### src/rtl/drift_bucket_pkg.sv
package drift_bucket_pkg;
  parameter int N_PROF = 4;
  parameter int CNT_W  = 8;
  parameter int DEC_W  = 2;
  localparam int SEL_W  = $clog2(N_PROF);
  // longest decay run is 2^(2^DEC_W - 1) windows
  localparam int IDLE_W = (1 << DEC_W);

  typedef struct packed {
    logic [CNT_W-1:0] size;
    logic [CNT_W-1:0] upper;
    logic [CNT_W-1:0] lower;
    logic [DEC_W-1:0] decay;
  } prof_t;
endpackage

### src/rtl/drift_bucket_cfg_sel.sv
module drift_bucket_cfg_sel
  import drift_bucket_pkg::*;
(
  input  logic [SEL_W-1:0]             sel_i,
  input  logic [N_PROF-1:0][CNT_W-1:0] size_i,
  input  logic [N_PROF-1:0][CNT_W-1:0] upper_i,
  input  logic [N_PROF-1:0][CNT_W-1:0] lower_i,
  input  logic [N_PROF-1:0][DEC_W-1:0] decay_i,
  output prof_t                        prof_o
);
  prof_t tbl [N_PROF];

  for (genvar k = 0; k < N_PROF; k++) begin : g_prof
    assign tbl[k].size  = size_i[k];
    assign tbl[k].upper = upper_i[k];
    assign tbl[k].lower = lower_i[k];
    assign tbl[k].decay = decay_i[k];
  end

  always_comb begin
    prof_o = tbl[0];
    for (int k = 0; k < N_PROF; k++) begin
      if (sel_i == SEL_W'(k)) prof_o = tbl[k];
    end
  end
endmodule

### src/rtl/drift_bucket_decay.sv
module drift_bucket_decay
  import drift_bucket_pkg::*;
(
  input  logic             clk_i,
  input  logic             rst_ni,
  input  logic             win_end_i,
  input  logic             drift_evt_i,
  input  logic [DEC_W-1:0] decay_i,
  output logic             dec_o
);
  logic [IDLE_W-1:0] idle_q, idle_d;
  logic [IDLE_W-1:0] last_idx;
  logic              clean_win;

  assign last_idx  = IDLE_W'((IDLE_W'(1) << decay_i) - IDLE_W'(1));
  assign clean_win = win_end_i & ~drift_evt_i;
  // >= covers a decay code lowered mid-run
  assign dec_o     = clean_win & (idle_q >= last_idx);

  always_comb begin
    idle_d = idle_q;
    if (win_end_i) begin
      if (drift_evt_i || dec_o) idle_d = '0;
      else                      idle_d = idle_q + IDLE_W'(1);
    end
  end

  always_ff @(posedge clk_i or negedge rst_ni) begin
    if (!rst_ni) idle_q <= '0;
    else         idle_q <= idle_d;
  end
endmodule

### src/rtl/drift_bucket_acc.sv
module drift_bucket_acc
  import drift_bucket_pkg::*;
(
  input  logic             clk_i,
  input  logic             rst_ni,
  input  logic             inc_i,
  input  logic             dec_i,
  input  logic [CNT_W-1:0] size_i,
  output logic [CNT_W-1:0] fill_d_o,
  output logic [CNT_W-1:0] fill_q_o
);
  logic [CNT_W-1:0] fill_q, fill_d;

  always_comb begin
    fill_d = fill_q;
    if (inc_i) begin
      if (fill_q < size_i) fill_d = fill_q + CNT_W'(1);
    end else if (dec_i) begin
      if (fill_q != '0) fill_d = fill_q - CNT_W'(1);
    end
  end

  always_ff @(posedge clk_i or negedge rst_ni) begin
    if (!rst_ni) fill_q <= '0;
    else         fill_q <= fill_d;
  end

  assign fill_d_o = fill_d;
  assign fill_q_o = fill_q;
endmodule

### src/rtl/drift_bucket_hyst.sv
module drift_bucket_hyst
  import drift_bucket_pkg::*;
(
  input  logic             clk_i,
  input  logic             rst_ni,
  input  logic [CNT_W-1:0] fill_i,
  input  logic [CNT_W-1:0] upper_i,
  input  logic [CNT_W-1:0] lower_i,
  output logic             alarm_o
);
  logic alarm_q, alarm_d;

  always_comb begin
    alarm_d = alarm_q;
    if (fill_i > upper_i)      alarm_d = 1'b1;
    else if (fill_i < lower_i) alarm_d = 1'b0;
  end

  always_ff @(posedge clk_i or negedge rst_ni) begin
    if (!rst_ni) alarm_q <= 1'b0;
    else         alarm_q <= alarm_d;
  end

  assign alarm_o = alarm_q;
endmodule

### src/rtl/drift_bucket_mon.sv
module drift_bucket_mon
  import drift_bucket_pkg::*;
(
  input  logic                         clk_i,
  input  logic                         rst_ni,
  input  logic                         win_end_i,
  input  logic                         drift_evt_i,
  input  logic [SEL_W-1:0]             prof_sel_i,
  input  logic [N_PROF-1:0][CNT_W-1:0] prof_size_i,
  input  logic [N_PROF-1:0][CNT_W-1:0] prof_upper_i,
  input  logic [N_PROF-1:0][CNT_W-1:0] prof_lower_i,
  input  logic [N_PROF-1:0][DEC_W-1:0] prof_decay_i,
  output logic [CNT_W-1:0]             fill_o,
  output logic                         alarm_o,
  output logic                         qualified_o
);
  prof_t            prof;
  logic             dec;
  logic [CNT_W-1:0] fill_d;

  drift_bucket_cfg_sel u_cfg_sel (
    .sel_i   (prof_sel_i),
    .size_i  (prof_size_i),
    .upper_i (prof_upper_i),
    .lower_i (prof_lower_i),
    .decay_i (prof_decay_i),
    .prof_o  (prof)
  );

  drift_bucket_decay u_decay (
    .clk_i       (clk_i),
    .rst_ni      (rst_ni),
    .win_end_i   (win_end_i),
    .drift_evt_i (drift_evt_i),
    .decay_i     (prof.decay),
    .dec_o       (dec)
  );

  drift_bucket_acc u_acc (
    .clk_i    (clk_i),
    .rst_ni   (rst_ni),
    .inc_i    (win_end_i & drift_evt_i),
    .dec_i    (dec),
    .size_i   (prof.size),
    .fill_d_o (fill_d),
    .fill_q_o (fill_o)
  );

  // judged on the value the fill takes at this edge
  drift_bucket_hyst u_hyst (
    .clk_i   (clk_i),
    .rst_ni  (rst_ni),
    .fill_i  (fill_d),
    .upper_i (prof.upper),
    .lower_i (prof.lower),
    .alarm_o (alarm_o)
  );

  assign qualified_o = ~alarm_o;
endmodule

### config.mk
export PLATFORM = sky130hd
export DESIGN_NAME = drift_bucket_mon
export DESIGN_NICKNAME = d
export VERILOG_FILES = /design/src/rtl/drift_bucket_pkg.sv /design/src/rtl/drift_bucket_cfg_sel.sv /design/src/rtl/drift_bucket_decay.sv /design/src/rtl/drift_bucket_acc.sv /design/src/rtl/drift_bucket_hyst.sv /design/src/rtl/drift_bucket_mon.sv
export SDC_FILE = /design/constraint.sdc
export NUM_CORES = 1
export LEC_CHECK = 0
export ABC_AREA = 1
export BUFFER_PORTS_ARGS = -buffer_cell sky130_fd_sc_hd__buf_4
export CAP_MARGIN = 20
export CORE_ASPECT_RATIO = 1.2
export CORE_MARGIN = 1
export CORE_UTILIZATION = 41
export DETAILED_ROUTE_END_ITERATION = 10
export MAX_ROUTING_LAYER = met4
export PLACE_DENSITY = 0.78
export SETUP_SLACK_MARGIN = 0.3
export SLEW_MARGIN = 0
export SYNTH_ARGS = -nofsm -noshare
export SYNTH_HDL_FRONTEND = slang
export SYNTH_SLANG_ARGS = --single-unit
### constraint.sdc
create_clock -name clk_i -period 3.1 [get_ports clk_i]
set_clock_uncertainty 0.2 [all_clocks]
set_input_delay 0 -clock clk_i [delete_from_list [all_inputs] [get_ports clk_i]]
set_output_delay 0 -clock clk_i [all_outputs]
set_load 0.03 [all_outputs]
==> flow_summary.toml, run 1 <==
[timing]
slew_violations = 0
max_freq_mhz = 291
rsz0062_at_grt = "true"
max_slew_margin = 0.577
fin_crit_ps = 3440
finalSetupViolCount = 2
finalWorstSetupSlack_ps = -342
worstMarginPinSlew_ps = 633
finalHoldViolations = 0
hold_slack_ps = 123
timing.final.crit_share = 1.11

[setup_path]
end_kind = "flop"
critPathKind = "primary input to flop"
arrival_ps = 3380
endpoint = "u_hyst.alarm_o"
cp-start-kind = "primary input"
required_ps = 3040
timing.rr.start = "u_decay.idle_q[1]"
cp.depth = 28
cp-startpoint = "prof_sel_i[1]"
r2r_slack_ps = -200
cp_slowest_cell = "a221oi_1"
crit_top_cell = "nand2_1"
worst_r2r_endpoint = "u_hyst.alarm_o"
critical_path.max_fanout = 6
cp_top_family = "simple AND/OR/NAND/NOR gates"
crit_buf_inv = 5
r2r_cells = 24
max_stage_delay_ps = 310

[finish]
final_util = 0.802
n_antenna_cell = 0
design_area_um2 = 3960
synthToLayoutAreaGrowth_pct = 88.5
seq_area_um2 = 325
drive_gt1_frac = 0.473
multi_input_comb_area_um2 = 1890
fill_cells = 346
nets = 642

[global_route]
antenna_found_initial = 0
first_global_vias = 2935
grt_pass1_wl_um = 12300
grt_max_degree = 24
grt_busiest_layer = "met2"
met3_usage = 0.0313
grtUsageMet1 = 0.339
grt_usage = 0.305
use_met2 = 0.550
grt_overflow = 0

[run_status]
outcome = "finished, violations left"
failed_checks = "negative setup slack"

[floorplanning]
die_area_um2 = 5420
core_area_um2 = 4940
num_rows = 28
die_x_um = 67.3
die_h_um = 80.4
io-pin-count = 120
start_util = 0.425

[detailed_routing]
drt_iter0_markers = 174
routedWlPerCell_um = 15.5
wirelength_um = 8710
num_vias = 3084
drtAntennaViolNets = 0
avgViaCountPerCell = 5.50
first_pass_iters = 4
route.detailed.drc = 0

[logic_synthesis]
yosys.area.top_type_share = 0.179
synth_cells = 328
syn_area_um2 = 2100
seq_area_frac_synth = 0.155
synth_seq_cells = 13
postSynthAreaPerCell_um2 = 6.40
yosysTopAreaCell = "ha_1"
ys_top_cells_by_area = "ha_1 18%, dfrtp_1 15%, nor2_1 11%, nand2_1 9.5%, a21oi_1 9.1%"
synthDistinctLibCells = 36
syn_nets = 468
yosys_warnings = 0

[job]
cap_violations = 0

[hold_path]
hold_depth = 6
holdCritStartpoint = "prof_upper_i[28]"
hold_class = "primary input to flop"

[cts]
numCtsBuffers = 3
clockBufferDepth = 2
cts_tree = "yes"
path_clk_slew_ps = 60
cts-root-buf = "clkbuf_8"
worstSkewPairLatency_ps = 250
numClockSinks = 13
htreeDepth = 1

[placement]
gp_congestion = 0.891
pre_cts_slack_ps = -692
dpl_cell_area_um2 = 3400
io_buffers = 119
hpwl_um = 6120

[power_and_ir_drop]
p_per_area_nw_per_um2 = 527
p_leak_nw = 1.99
ir_drop_mv = 0.318
-- metrics by stage --
stage | TNS [ps] | power [mW] | std cells
3_3_place_gp | -528 | 1.50 | 533
6_report | -559 | 2.09 | 561
2_1_floorplan | -158 | 1.01 | 328
4_1_cts | -200 | 1.82 | 548
5_1_grt | -922 | 2.25 | 561
3_5_place_dp | -692 | 1.55 | 533
-- power breakdown --
group / internal (mW) / switching [mW]
registers: 0.224 / 0.0439
clock network: 0.0912 / 0.0705
logic: 0.785 / 0.874
-- Yosys cell counts, drive strengths merged --
| cell | count |
|---|---|
| o21ai | 10 |
| o31ai | 1 |
| nor4b | 1 |
| xnor2 | 2 |
| nand2 | 55 |
| o211ai | 1 |
| conb | 1 |
| buf | 2 |
| a31oi | 1 |
| a221oi | 4 |
| o22ai | 1 |
| a21oi | 38 |
| nor2 | 60 |
| inv | 33 |
| a22oi | 1 |
| nand3 | 16 |
| a211oi | 3 |
| a31o | 1 |
| ha | 30 |
| o21a | 1 |
| nor3 | 3 |
| clkbuf | 11 |
| or2 | 2 |
| clkinv | 1 |
| xor2 | 6 |
| o221ai | 20 |
| dfrtp | 13 |
| nand4 | 7 |
| nor4 | 1 |
| and3 | 2 |
-- worst min path at each step --
| stage | endpoint | slack [ps] |
|---|---|---|
| detailed placement | u_decay.idle_q[3] | -350 |
| finish | u_hyst.alarm_o | 120 |
| floorplan | u_acc.fill_q_o[0] | -500 |
| global route | u_hyst.alarm_o | 180 |
| CTS | u_hyst.alarm_o | 170 |
| global placement | u_decay.idle_q[0] | -340 |
-- layout make-up --
cell class | count | area share
Tap cell | 60 | 0.0190
Multi-Input combinational cell | 268 | 0.477
Clock buffer | 4 | 0.0114
Sequential cell | 13 | 0.0821
Inverter | 34 | 0.0411
Timing Repair Buffer | 182 | 0.369
-- repair_timing --
item | 4_1_cts | 5_1_grt
endpoints found under the hold margin | 17 | 0
gates resized for setup | 22 | 44
buffers inserted | 6 | 13
hold buffers | 5 | 0
pin swaps | 18 | 30
endpoints found under the setup margin | 1 | 5
-- logic make-up (layout without fill, tap and decap cells) --
| logic type | after synthesis | count (layout) | share of synthesized area |
|---|---|---|---|
| fa+ha+maj | 30 | 30 | 0.179 |
| compound gates | 82 | 82 | 0.250 |
| buf+inv | 47 | 220 | 0.0846 |
| flops | 13 | 13 | 0.155 |
| simple gates | 147 | 147 | 0.297 |
| other cells | 1 | 1 | 0.00179 |
| xor+xnor | 8 | 8 | 0.0334 |
-- cells in the final DEF, fill, tap and decap left out, types with 2 or more instances in the layout --
| master | n |
|---|---|
| buf_4 | 162 |
| nor2_1 | 53 |
| nand2_1 | 45 |
| a21oi_1 | 32 |
| inv_1 | 22 |
| ha_1 | 22 |
| o221ai_1 | 19 |
| dfrtp_1 | 13 |
| nand3_1 | 12 |
| buf_6 | 12 |
| ha_4 | 8 |
| o21ai_0 | 7 |
| nand2_2 | 6 |
| inv_2 | 6 |
| nand4_1 | 6 |
| xor2_1 | 6 |
| a21oi_2 | 5 |
| dlygate4sd3_1 | 5 |
| nor2_2 | 4 |
| nand2_4 | 3 |
| nor2_4 | 3 |
| a221oi_1 | 3 |
| nand3_2 | 3 |
| clkbuf_8 | 3 |
| buf_12 | 3 |
| a211oi_2 | 2 |
| nor3_1 | 2 |
| o21ai_1 | 2 |
| and3_1 | 2 |
-- layer usage --
metal | up-vias | routed length (µm)
met4 | 0 | 338
li1 | 1500 | -
met1 | 1424 | 3380
met5 | - | 0
met2 | 130 | 4550
met3 | 30 | 442
-- sequential cells by signal, summed over array words and instances (netlist names) --
signal / cells
u_acc.fill_q_o: 8
u_decay.idle_q: 4
u_hyst.alarm_o: 1
-- worst reg2reg max path, cell delays in order, from the launching register on --
cell and delay [ps]:
dfrtp_1 390, ha_1 300, inv_1 40, nor2_1 80, o211ai_1 80, nand3_1 110
nand2_2 80, inv_2 70, nand2_2 60, inv_2 90, nand3_4 90, nor3_4 210
nand3_2 100, xnor2_1 210, nand2_1 80, nand2_1 70, o21ai_2 70, inv_2 130
ha_4 230, nand2_4 70, nor2_2 40, a211oi_2 210, nand2_1 80, nand2_1 60
nand2_1 50
(Power assumes the default switching activity.)
==> run 2, diff against run 1 <==
Settings changed: CELL_PAD_IN_SITES_DETAIL_PLACEMENT set to 1, CELL_PAD_IN_SITES_GLOBAL_PLACEMENT set to 1, CORE_UTILIZATION 41 to 26, PLACE_DENSITY 0.78 to 0.89.
==> run 2 against run 1 <==
  * The run ends with design-rule violations, negative setup slack left
  * Register-to-register slack lost 50 ps
  * Routed wire length is 23% higher
  * Maximum frequency fell by 4.4%
  * Highest routed layer unchanged
==> flow_summary.toml, run 2 (same netlist as run 1, synthesis figures left out) <==
[timing]
slew_violations = 0
max_freq_mhz = 278
rsz0062_at_grt = "true"
finalWorstSetupSlack_ps = -500
finalSetupViolCount = 1
worstMarginPinSlew_ps = 701
fin_crit_ps = 3600
finalHoldViolations = 0
hold_slack_ps = 222
timing.final.crit_share = 1.16
max_slew_margin = 0.531

[floorplanning]
io-pin-count = 120
num_rows = 35
die_x_um = 84.1
core_area_um2 = 7750
die_area_um2 = 8440
die_h_um = 100
start_util = 0.271

[setup_path]
max_stage_delay_ps = 360
arrival_ps = 3550
cp_slowest_cell = "ha_1"
critPathKind = "primary input to flop"
crit_top_cell = "buf_4"
cp-start-kind = "primary input"
crit_buf_inv = 7
end_kind = "flop"
required_ps = 3050
critical_path.max_fanout = 6
cp_top_family = "compound AO/OA/AOI/OAI gates"

[power_and_ir_drop]
p_int_mw = 1.07
p_per_area_nw_per_um2 = 539
swShare = 0.499
ir_drop_mv = 0.172
pwr-share-seq = 0.132
clkPwrFrac = 0.077
comb_power_share = 0.791
power.switching_mw = 1.07
p_leak_nw = 1.96
finalPower_mw = 2.14

[placement]
dpl_cell_area_um2 = 3450
gp_congestion = 0.892
hpwl_um = 7730
pre_cts_slack_ps = -734
io_buffers = 119

[run_status]
outcome = "finished, violations left"
failed_checks = "design-rule violations, negative setup slack"

[detailed_routing]
wirelength_um = 10700
num_vias = 3152
avgViaCountPerCell = 5.35
drtAntennaViolNets = 0
routedWlPerCell_um = 18.2
first_pass_iters = 7
route.detailed.drc = 4
drt_iter0_markers = 106

[job]
cap_violations = 0

[global_route]
grt_pass1_wl_um = 15800
grt_usage = 0.241
first_global_vias = 3399
grt_max_degree = 22
grt_overflow = 0
antenna_found_initial = 0

[finish]
drive_gt1_frac = 0.489
largest_reg_flops = 8
synthToLayoutAreaGrowth_pct = 88.9
n_antenna_cell = 0
layout_commonest_cell = "buf_4"
final_cell_mix = "166 x buf_4, 50 x nor2_1, 41 x nand2_1"
design_area_um2 = 3970
final_util = 0.512
nets = 638

[cts]
cts_tree = "yes"
clockBufferDepth = 2
cts-root-buf = "clkbuf_8"
numCtsBuffers = 3
path_clk_slew_ps = 60
htreeDepth = 1
worstSkewPairLatency_ps = 260
numClockSinks = 13

[hold_path]
hold_class = "primary input to flop"
run 2: worst register-to-register path, cell delays in order, from the launching register on:
cell and delay (ps):
dfrtp_1 380, ha_1 300, inv_1 40, nor2_1 90
o211ai_1 90, nand3_1 80, nand2_1 70, inv_2 70
nand2_2 70, inv_2 90, nand3_2 100, nor3_4 170
nand3_2 120, xnor2_2 170, nand2_1 80, nand2_1 100
o21ai_2 80, inv_2 120, ha_4 230, nand2_4 80
nor2_2 40, a211oi_2 210, nand2_1 80, nand2_1 100
nand2_1 60
run 2: metal layers:
layer / vias to the layer above / track usage / share of wire
li1: 1486 / - / -
met1: 1511 / 0.259 / 0.40
met2: 122 / 0.460 / 0.53
met3: 33 / 0.0131 / 0.037
met4: 0 / 0.0995 / 0.039
met5: - / - / 0
run 2: final cells by class:
type                    instances  area [µm²]
repair buffers                178        1390
well taps                      92         115
multi-input cells             268        1920
clock buffers                   4        45.0
flip-flops and latches         13         325
fillers                       946        3780
inverters                      34         168
run 2: path summary, 6_finish.rpt:
| kind | cells after the start | slack, ps | to | start |
|---|---|---|---|---|
| setup / recovery | 25 | -500 | u_hyst.alarm_o | prof_sel_i[1] |
| hold / removal | 6 | 220 | u_hyst.alarm_o | prof_upper_i[27] |
| setup reg to reg | 24 | -250 | u_hyst.alarm_o | u_decay.idle_q[1] |
| hold reg to reg | 2 | 400 | u_hyst.alarm_o | u_hyst.alarm_o |
| max in group asynchronous | 3 | 1580 | u_decay.idle_q[3] | rst_ni |
| min in group asynchronous | 3 | 670 | u_acc.fill_q_o[4] | rst_ni |
run 2: what timing repair did:
| item | 4_1_cts | 5_1_grt |
|---|---|---|
| resized for setup | 27 | 44 |
| setup endpoints to repair | 1 | 7 |
| setup buffers | 10 | 4 |
| pin swaps | 26 | 29 |
| hold endpoints to repair | 16 | 0 |
| hold buffers | 5 | 0 |
| cloned | 0 | 0 |
run 2: stage by stage:
step                instances  TNS, ps
CTS                       585     -353
global route              589     -701
detailed placement        566     -734
floorplan                 328     -158
finish                    589     -500
global placement          566     -503
run 2: power groups by stage:
stage                     clock network (mW)  registers (mW)  logic (mW)
after floorplan                            0           0.382       0.624
after global placement                     0           0.275        1.25
after detailed placement                   0           0.278        1.32
after CTS                              0.163           0.276        1.49
after global routing                   0.166           0.289        1.83
final                                  0.165           0.283        1.69
